**src/rtl/v2c_pkg.sv**
```systemverilog
package v2c_pkg;
  typedef enum logic [1:0] {
    ST_IDLE  = 2'd0,
    ST_MERGE = 2'd1,
    ST_DRAIN = 2'd2
  } v2c_state_e;
endpackage

```
**src/rtl/v2c_sat_add.sv**
```systemverilog
module v2c_sat_add #(
  parameter int W = 8
) (
  input  logic [W-1:0] a,
  input  logic [W-1:0] b,
  output logic [W-1:0] y
);
  logic [W:0] sum;
  always_comb begin
    sum = {1'b0, a} + {1'b0, b};
    y   = sum[W] ? {W{1'b1}} : sum[W-1:0];
  end
endmodule

```
**src/rtl/v2c_flag_store.sv**
```systemverilog
module v2c_flag_store #(
  parameter int SYM_W = 6
) (
  input  logic             clk,
  input  logic             rst_n,
  input  logic             wr_en,
  input  logic             wr_bank,
  input  logic [SYM_W-1:0] wr_sym,
  input  logic             clr_en,
  input  logic             clr_bank,
  input  logic             rd_bank,
  input  logic [SYM_W-1:0] rd_sym,
  output logic             rd_flag
);
  localparam int Q = 1 << SYM_W;

  logic [Q-1:0] bank_vec [2];

  for (genvar g = 0; g < 2; g++) begin : g_bank
    logic [Q-1:0] bits_q, bits_d;
    always_comb begin
      bits_d = bits_q;
      if (clr_en && (clr_bank == 1'(g))) bits_d = '0;
      if (wr_en && (wr_bank == 1'(g)))   bits_d[wr_sym] = 1'b1;
    end
    always_ff @(posedge clk or negedge rst_n) begin
      if (!rst_n) bits_q <= '0;
      else        bits_q <= bits_d;
    end
    assign bank_vec[g] = bits_q;
  end

  assign rd_flag = rd_bank ? bank_vec[1][rd_sym] : bank_vec[0][rd_sym];

  // marking and clearing never target the same bank in one cycle
  p_bank_sep_r8: assert property (@(posedge clk) disable iff (!rst_n)
    (wr_en && clr_en) |-> (wr_bank != clr_bank));
endmodule

```
**src/rtl/v2c_min_select.sv**
```systemverilog
module v2c_min_select #(
  parameter int LLR_W = 8,
  parameter int SYM_W = 6
) (
  input  logic [LLR_W-1:0] a_llr,
  input  logic [SYM_W-1:0] a_sym,
  input  logic [LLR_W-1:0] b_llr,
  input  logic [SYM_W-1:0] b_sym,
  output logic             pick_a,
  output logic [LLR_W-1:0] y_llr,
  output logic [SYM_W-1:0] y_sym
);
  always_comb begin
    pick_a = (a_llr <= b_llr);
    y_llr  = pick_a ? a_llr : b_llr;
    y_sym  = pick_a ? a_sym : b_sym;
  end
endmodule

```
**src/rtl/v2c_merge.sv**
```systemverilog
module v2c_merge
  import v2c_pkg::*;
#(
  parameter int SYM_W  = 6,
  parameter int LLR_W  = 8,
  parameter int NM     = 12,
  parameter int OFFSET = 4
) (
  input  logic             clk,
  input  logic             rst_n,
  input  logic             msg_start,
  input  logic [LLR_W-1:0] tail_llr,
  input  logic             mark_valid,
  input  logic [SYM_W-1:0] mark_sym,
  input  logic             a_valid,
  output logic             a_ready,
  input  logic [LLR_W-1:0] a_llr,
  input  logic [SYM_W-1:0] a_sym,
  input  logic             b_valid,
  output logic             b_ready,
  input  logic [LLR_W-1:0] b_llr,
  input  logic [SYM_W-1:0] b_sym,
  output logic             o_valid,
  input  logic             o_ready,
  output logic [LLR_W-1:0] o_llr,
  output logic [SYM_W-1:0] o_sym,
  output logic             o_last
);
  localparam int               CNT_W    = $clog2(NM + 1);
  localparam logic [CNT_W-1:0] CNT_LAST = CNT_W'(NM - 1);
  localparam logic [LLR_W-1:0] OFS      = LLR_W'(OFFSET);

  v2c_state_e       state_q;
  logic             wr_bank_q, rd_bank_q;
  logic [LLR_W-1:0] base_q, base_d, b_adj;
  logic [CNT_W-1:0] out_cnt_q, a_cnt_q;
  logic [LLR_W-1:0] prev_llr_q;
  logic             have_prev_q;
  logic             merging, draining, dup, pick_a, fire, last_fire, a_take;

  v2c_sat_add #(.W(LLR_W)) u_base_add (.a(tail_llr), .b(OFS), .y(base_d));
  v2c_sat_add #(.W(LLR_W)) u_cand_add (.a(b_llr), .b(base_q), .y(b_adj));

  v2c_flag_store #(.SYM_W(SYM_W)) u_flags (
    .clk(clk), .rst_n(rst_n),
    .wr_en(mark_valid), .wr_bank(wr_bank_q), .wr_sym(mark_sym),
    .clr_en(last_fire), .clr_bank(rd_bank_q),
    .rd_bank(rd_bank_q), .rd_sym(b_sym), .rd_flag(dup)
  );

  v2c_min_select #(.LLR_W(LLR_W), .SYM_W(SYM_W)) u_sel (
    .a_llr(a_llr), .a_sym(a_sym), .b_llr(b_adj), .b_sym(b_sym),
    .pick_a(pick_a), .y_llr(o_llr), .y_sym(o_sym)
  );

  always_comb begin
    merging   = (state_q == ST_MERGE);
    draining  = (state_q == ST_DRAIN);
    o_valid   = merging && a_valid && b_valid && !dup;
    fire      = o_valid && o_ready;
    last_fire = fire && (out_cnt_q == CNT_LAST);
    a_take    = (fire && pick_a) || (draining && a_valid);
    a_ready   = (fire && pick_a) || draining;
    b_ready   = merging && b_valid && (dup || (fire && !pick_a));
    o_last    = (out_cnt_q == CNT_LAST);
  end

  always_ff @(posedge clk or negedge rst_n) begin
    if (!rst_n) begin
      state_q     <= ST_IDLE;
      wr_bank_q   <= 1'b0;
      rd_bank_q   <= 1'b0;
      base_q      <= '0;
      out_cnt_q   <= '0;
      a_cnt_q     <= '0;
      prev_llr_q  <= '0;
      have_prev_q <= 1'b0;
    end else begin
      case (state_q)
        ST_IDLE: if (msg_start) begin
          rd_bank_q   <= wr_bank_q;
          wr_bank_q   <= ~wr_bank_q;
          base_q      <= base_d;
          out_cnt_q   <= '0;
          a_cnt_q     <= '0;
          have_prev_q <= 1'b0;
          state_q     <= ST_MERGE;
        end
        ST_MERGE: begin
          if (fire) begin
            out_cnt_q   <= out_cnt_q + CNT_W'(1);
            prev_llr_q  <= o_llr;
            have_prev_q <= 1'b1;
          end
          if (a_take) a_cnt_q <= a_cnt_q + CNT_W'(1);
          if (last_fire)
            state_q <= (a_take && a_cnt_q == CNT_LAST) ? ST_IDLE : ST_DRAIN;
        end
        ST_DRAIN: if (a_valid) begin
          a_cnt_q <= a_cnt_q + CNT_W'(1);
          if (a_cnt_q == CNT_LAST) state_q <= ST_IDLE;
        end
        default: state_q <= ST_IDLE;
      endcase
    end
  end

  // outputs never decrease within a message
  p_order_r5: assert property (@(posedge clk) disable iff (!rst_n)
    (fire && have_prev_q) |-> (o_llr >= prev_llr_q));
  // the output count stays inside the message length while merging
  p_count_r5: assert property (@(posedge clk) disable iff (!rst_n)
    merging |-> (out_cnt_q < CNT_W'(NM)));
  // one handshake takes from exactly one source
  p_lazy_r6: assert property (@(posedge clk) disable iff (!rst_n)
    fire |-> (a_ready != b_ready));
  // equal reliabilities favour the corrected stream
  p_tie_r4: assert property (@(posedge clk) disable iff (!rst_n)
    (fire && a_llr == b_adj) |-> a_ready);
  // a stalled output consumes nothing
  p_stall_r7: assert property (@(posedge clk) disable iff (!rst_n)
    (o_valid && !o_ready) |-> (!a_ready && !b_ready));
  // an accepted start reads the bank just marked and marks the other
  p_pingpong_r8: assert property (@(posedge clk) disable iff (!rst_n)
    (state_q == ST_IDLE && msg_start) |=> (rd_bank_q != wr_bank_q));
  // a start while busy leaves the bank choice alone
  p_busy_start_r10: assert property (@(posedge clk) disable iff (!rst_n)
    (state_q != ST_IDLE && msg_start) |=> $stable(rd_bank_q));
  // the adjusted candidate never wraps below its operands
  p_sat_r12: assert property (@(posedge clk) disable iff (!rst_n)
    (merging && b_valid) |-> (b_adj >= b_llr && b_adj >= base_q));
endmodule

```
**config.mk**
```make
export PLATFORM = sky130hd
export DESIGN_NAME = v2c_merge
export DESIGN_NICKNAME = d
export VERILOG_FILES = /design/src/rtl/v2c_pkg.sv /design/src/rtl/v2c_sat_add.sv /design/src/rtl/v2c_flag_store.sv /design/src/rtl/v2c_min_select.sv /design/src/rtl/v2c_merge.sv
export SDC_FILE = /design/constraint.sdc
export NUM_CORES = 1
export LEC_CHECK = 0
export CAP_MARGIN = 20
export CELL_PAD_IN_SITES_DETAIL_PLACEMENT = 0
export CELL_PAD_IN_SITES_GLOBAL_PLACEMENT = 1
export CORE_UTILIZATION = 30
export DETAILED_ROUTE_END_ITERATION = 10
export PLACE_DENSITY = 0.7
export SLEW_MARGIN = 40
export SYNTH_ARGS = -nofsm -noshare
export SYNTH_HDL_FRONTEND = slang
export SYNTH_SLANG_ARGS = --single-unit
```
**constraint.sdc**
```tcl
create_clock -name clk -period 5.1 [get_ports clk]
set_input_delay 0.765 -clock clk [delete_from_list [all_inputs] [get_ports clk]]
set_output_delay 0.765 -clock clk [all_outputs]
set_load 0.05 [all_outputs]
```
Yosys cells after proc, flatten, opt, wreduce, memory -nomap -nowiden

Cells that the tools add are included.

Output and inout bits: 18
Logic and storage cells: 85
Flip-flop bits (word level): 148

Add/sub/neg operators: 4
Reductions and logical operators: 28
Eq/ne operators: 10
Muxes and demuxes: 27
Magnitude comparators: 4
Bitwise operators: 4

Operators with widths:

| kind                | number |
|---|---|
| $mux 64             | 4 |
| $or 64x64->64       | 2 |
| $mux 8              | 3 |
| $logic_and 1x1->1   | 16 |
| $mux 4              | 4 |
| $lt 6x7->1 const B  | 2 |
| $bmux 1 s6          | 2 |
| $pmux 4 s3          | 1 |
| $mux 2              | 5 |
| $add 8x3->9 const B | 1 |
| $add 8x8->9         | 1 |
| $add 4x1->4 const B | 2 |
| $eq 4x4->1 const B  | 2 |
| $le 8x8->1          | 1 |
| $ne 2x1->1 const B  | 4 |
| $pmux 4 s2          | 1 |
| $reduce_and 4->1    | 2 |
| $demux 1 s6         | 1 |
| $ge 6x1->1 const B  | 1 |
| $mux 6              | 1 |
| $pmux 2 s3          | 1 |
| $mux 1              | 4 |
| $ne 2x2->1 const B  | 2 |
| $logic_or 1x1->1    | 3 |
| 9 further kinds     | 11 |

Longest topological paths before layout

Word-level depth: 12
Mapped depth: 18
Gate-level depth less buffers: 18

Cells and area by module

Synthesis repeated with hierarchy kept, for this count alone.

Cell total of the unflattened synthesis: 799
Area total of the unflattened synthesis: 8578.2 um^2

By module, submodules not included:

| module         | times used | cells an instance | area an instance (um^2) |
|---|---|---|---|
| v2c_flag_store | 1          | 479               | 5856.9 |
| v2c_merge      | 1          | 108               | 1159.9 |
| v2c_min_select | 1          | 116               | 793.3 |
| v2c_sat_add    | 2          | 48                | 384.1 |

Worst setup path after synthesis

Ideal clock, no wire load.

Kind: input port to output port
From: input b_llr[0]
To: output o_llr[0]
Arrival time: 4.687 ns
Buffers on the path: 0
Stages: 16
Slack: -0.352 ns
Required time: 4.335 ns
Cell sequence: ha_1 fa_1 a21o_1 a21oi_1 o21bai_1 a21oi_1 o21bai_1 a21o_1 nor2_1 ha_1 nor2b_1 o21a_1 o21a_1 o21a_1 o31a_1 o21ai_0

Word-level cells in the longest chain between the ends: 4

RTL lines:

| what          | line                 | RTL |
|---|---|---|
| from (decl)   | v2c_merge.sv:21      | `input logic [LLR_W-1:0] b_llr,` |
| $add 8x8->9 * | v2c_sat_add.sv:10    | `sum = {1'b0, a} + {1'b0, b};` |
| $mux 8 *      | v2c_sat_add.sv:11    | `y = sum[W] ? {W{1'b1}} : sum[W-1:0];` |
| $le 8x8->1    | v2c_min_select.sv:14 | `pick_a = (a_llr <= b_llr);` |
| $mux 8 *      | v2c_min_select.sv:15 | `y_llr = pick_a ? a_llr : b_llr;` |
| to (decl)     | v2c_merge.sv:25      | `output logic [LLR_W-1:0] o_llr,` |

Mark *: on every way between the ends. The rest lies on a longest branch, timed or not.

Worst setup path after layout

From: input b_llr[1]
To: output o_llr[5]

Same word-level chain as after synthesis.

==> results.py <==
metrics = {
    "timing": {
        "slew_headroom": 0.520,
        "hold_viol_final": 0,
        "holdWs_ns": 0.238,
        "fmax_ghz": 0.199,
        "slew_violations": 0,
        "finalCritPeriodShare": 0.986,
        "tightest_slew_ns": 0.717,
        "rsz0062_at_grt": "yes",
        "fin_skew_ns": 0.00985,
        "setup_violations": 0,
        "timing.final.crit_period_ns": 5.03,
    },
    "finish": {
        "area_growth_pct": 31.0,
        "multi_input_area_mm2": 0.00391,
        "drive_gt1_frac": 0.226,
        "n_antenna_cell": 0,
        "layout_commonest_cell": "dfrtp_1",
        "fin_util": 0.399,
        "fill_cells": 2457,
        "stdcell_area_mm2": 0.0100,
        "layout.nets": 867,
        "instances_no_fill": 1136,
        "register_area_mm2": 0.00370,
        "layout_common_cells": "dfrtp_1, a22o_1, nand2_1, o21ai_0, buf_4",
    },
    "clock_tree": {
        "ctsHoldBuffers": 0,
        "htree_levels": 4,
        "cts_sinks": 148,
        "clk_path_buf_depth": 2,
        "clkSlewWorstSetupHoldPaths_ns": 0.06,
        "root_buffer": "clkbuf_16",
        "cts_tree": "yes",
        "clk_latency_ns": 0.43,
        "cts_buffers": 17,
    },
    "placement": {
        "place_area_mm2": 0.00906,
        "place_inst": 1085,
        "place_congestion": 0.752,
        "port_buffers": 66,
        "hpwl_mm": 13.7,
    },
    "detailed_routing": {
        "vias": 5932,
        "viasPerCell": 5.22,
        "drt_iter0_drc": 400,
        "firstDrtPassIters": 5,
        "drc": 0,
        "totalWireLength_mm": 21.1,
        "route.detailed.wl_per_inst_um": 18.5,
        "antenna_left": 0,
    },
    "synth": {
        "ys.flop_type": "dfrtp_1",
        "synth_fp_nets": 764,
        "syn_area_per_cell_um2": 11.1,
        "ys_seq_elements": 148,
        "seq_area_frac_synth": 0.484,
        "synthArstFlopShare": 1.00,
        "synth.distinct_cells": 56,
        "syn-instance-count": 691,
        "synth-edff-count": 0,
        "synth_area_mm2": 0.00765,
        "ys.warnings.count": 0,
    },
    "critical_path": {
        "endpoint_kind": "output port",
        "critPathMaxFanout": 6,
        "critPathArrivalTime_ns": 4.26,
        "critPathMaxStageDelay_ns": 0.40,
        "cpMostUsedCell": "o21a_1",
        "path_class": "input pin to output port",
        "critPathSlowestCell": "fa_2",
        "critPathLaunchType": "input pin",
        "path_cells": "clkdlybuf4s15_1 -> fa_2 -> a21o_1 -> a21oi_2 -> o21bai_1 -> a21oi_2 -> o21bai_1 -> a21o_1 -> buf_4 -> or2_2 -> ha_2 -> nor2b_4 -> o21a_1 -> o21a_1 -> o21a_1 -> o31ai_4 -> buf_6 -> buf_6 -> buf_16 -> o21ai_2 -> buf_4 -> buf_12",
        "required_ns": 4.34,
    },
    "floorplanning": {
        "die_x_um": 162,
        "num_io_pins": 67,
        "die-area_mm2": 0.0261,
        "std_cell_rows": 58,
        "die_h_um": 162,
        "core_mm2": 0.0251,
        "start_util": 0.305,
    },
    "global_routing": {
        "track_usage": 0.166,
        "grt_pass1_wl_mm": 33.3,
        "grt_pass1_vias": 5989,
        "antenna_found_initial": 0,
        "grt_overflow": 0,
        "grt_max_degree": 64,
    },
    "worst_hold_path": {
        "hold_class": "input pin to asynchronous set/reset pin",
    },
    "power": {
        "p_leak_nw": 4.50,
        "p_total_w": 0.00593,
        "peakVddDrop_v": 0.000568,
        "p_per_area_mw_per_mm2": 591,
    },
    "run": {
        "cap_violations": 0,
    },
    "outcome": {
        "status": "complete, no violations",
    },
}
-- worst max-delay path, delay by kind of cell --
kind	cells	cell delay, ns
compound gates	11	1.49
buf+inv	7	1.04
fa+ha+maj	2	0.59
simple gates	2	0.37
-- cell families after synthesis --
kind of cell    count (synthesis)  synth area share
xor+xnor                        8           0.00916
simple gates                  164             0.102
flops                         148             0.484
buf+inv                        55            0.0324
mux                            67             0.117
fa+ha+maj                      24            0.0402
compound gates                225             0.216
-- where the power goes --
part	total [W]	leakage (nW)	switching [W]	internal, W
logic	0.00299	2.29	0.00140	0.00159
registers	0.00171	1.94	0.000208	0.00151
clock network	0.00122	0.273	0.000501	0.000718
-- repair_timing --
| action | in CTS | in global routing |
|---|---|---|
| setup buffers | 18 | 1 |
| gates cloned | 3 | 0 |
| resized for setup | 48 | 17 |
| pin swaps | 16 | 14 |
| endpoints found under the setup margin | 16 | 16 |
-- worst paths after layout --
check	slack (ns)	startpoint	to	depth (start not counted)
worst min register to register	0.48	u_flags.g_bank[0].bits_q[3]$_DFF_PN0_	u_flags.g_bank[0].bits_q[3]$_DFF_PN0_	2
max in group asynchronous	3.68	rst_n	u_flags.g_bank[0].bits_q[32]$_DFF_PN0_	3
worst max register to register	0.79	base_q[0]$_DFFE_PN0P_	a_cnt_q[3]$_DFFE_PN0P_	22
worst max-delay path	0.07	b_llr[1]	o_llr[5]	22
worst min-delay path	0.24	rst_n	state_q[1]$_DFFE_PN0P_	1
min in group clk	0.48	u_flags.g_bank[0].bits_q[3]$_DFF_PN0_	u_flags.g_bank[0].bits_q[3]$_DFF_PN0_	2
-- cell usage after synthesis, types with 2 or more instances --
master,instances,share of area
nand3_1,12,0.0078
nor2b_1,7,0.0057
buf_4,4,0.0039
ha_1,23,0.038
and3_1,2,0.0016
xor2_1,2,0.0023
mux2_2,16,0.024
a21oi_1,21,0.014
nand4_1,3,0.0025
a21o_1,5,0.0049
and2_1,3,0.0025
o221ai_1,2,0.0023
or2_2,5,0.0041
nor2_1,32,0.016
nand2b_1,7,0.0057
dfrtp_1,148,0.48
nand2_1,69,0.034
mux4_2,16,0.047
xnor2_1,6,0.0069
clkbuf_1,15,0.0074
a22o_1,94,0.11
and3b_1,2,0.0023
buf_2,15,0.0098
nand3b_1,4,0.0039
a22oi_1,16,0.016
o21bai_1,5,0.0049
nor4_1,2,0.0016
o21a_1,4,0.0039
o21ai_0,56,0.037
a32o_1,4,0.0052
o31a_1,2,0.0023
buf_1,7,0.0034
mux2i_1,34,0.044
nor3b_1,4,0.0039
inv_1,13,0.0064
o22a_1,3,0.0034
nor3_1,6,0.0039
o22ai_1,3,0.0025
o211ai_1,2,0.0020
-- sequential cells by signal (all words and copies together) (netlist names) --
name / cells
wr_bank_q: 1
u_flags.g_bank.bits_q: 128
rd_bank_q: 1
out_cnt_q: 4
base_q: 8
state_q: 2
a_cnt_q: 4
-- final cells by class --
class	instances	area share
repair buffers	126	0.138
multi-input cells	488	0.390
flip-flops and latches	148	0.369
clock buffers	19	0.0432
clock inverters	12	0.0134
inverters	13	0.00487
well taps	330	0.0412
-- routing by layer --
metal / vias to the layer above / global-route usage / share of wire
li1: 2792 / - / -
met3: 30 / 0.0342 / 0.040
met1: 2976 / 0.231 / 0.48
met5: - / 0 / 0
met2: 134 / 0.258 / 0.46
met4: 0 / 0.0545 / 0.019
-- through the flow --
step | setup TNS, ns | setup slack, ns
after global routing | -0.480 | -0.0775
final | 0 | 0.0711
after global placement | -3.48 | -0.317
after CTS | -0.181 | -0.0252
after floorplan | -2.15 | -0.250
after detailed placement | -5.07 | -0.420
(Power assumes the default switching activity.)
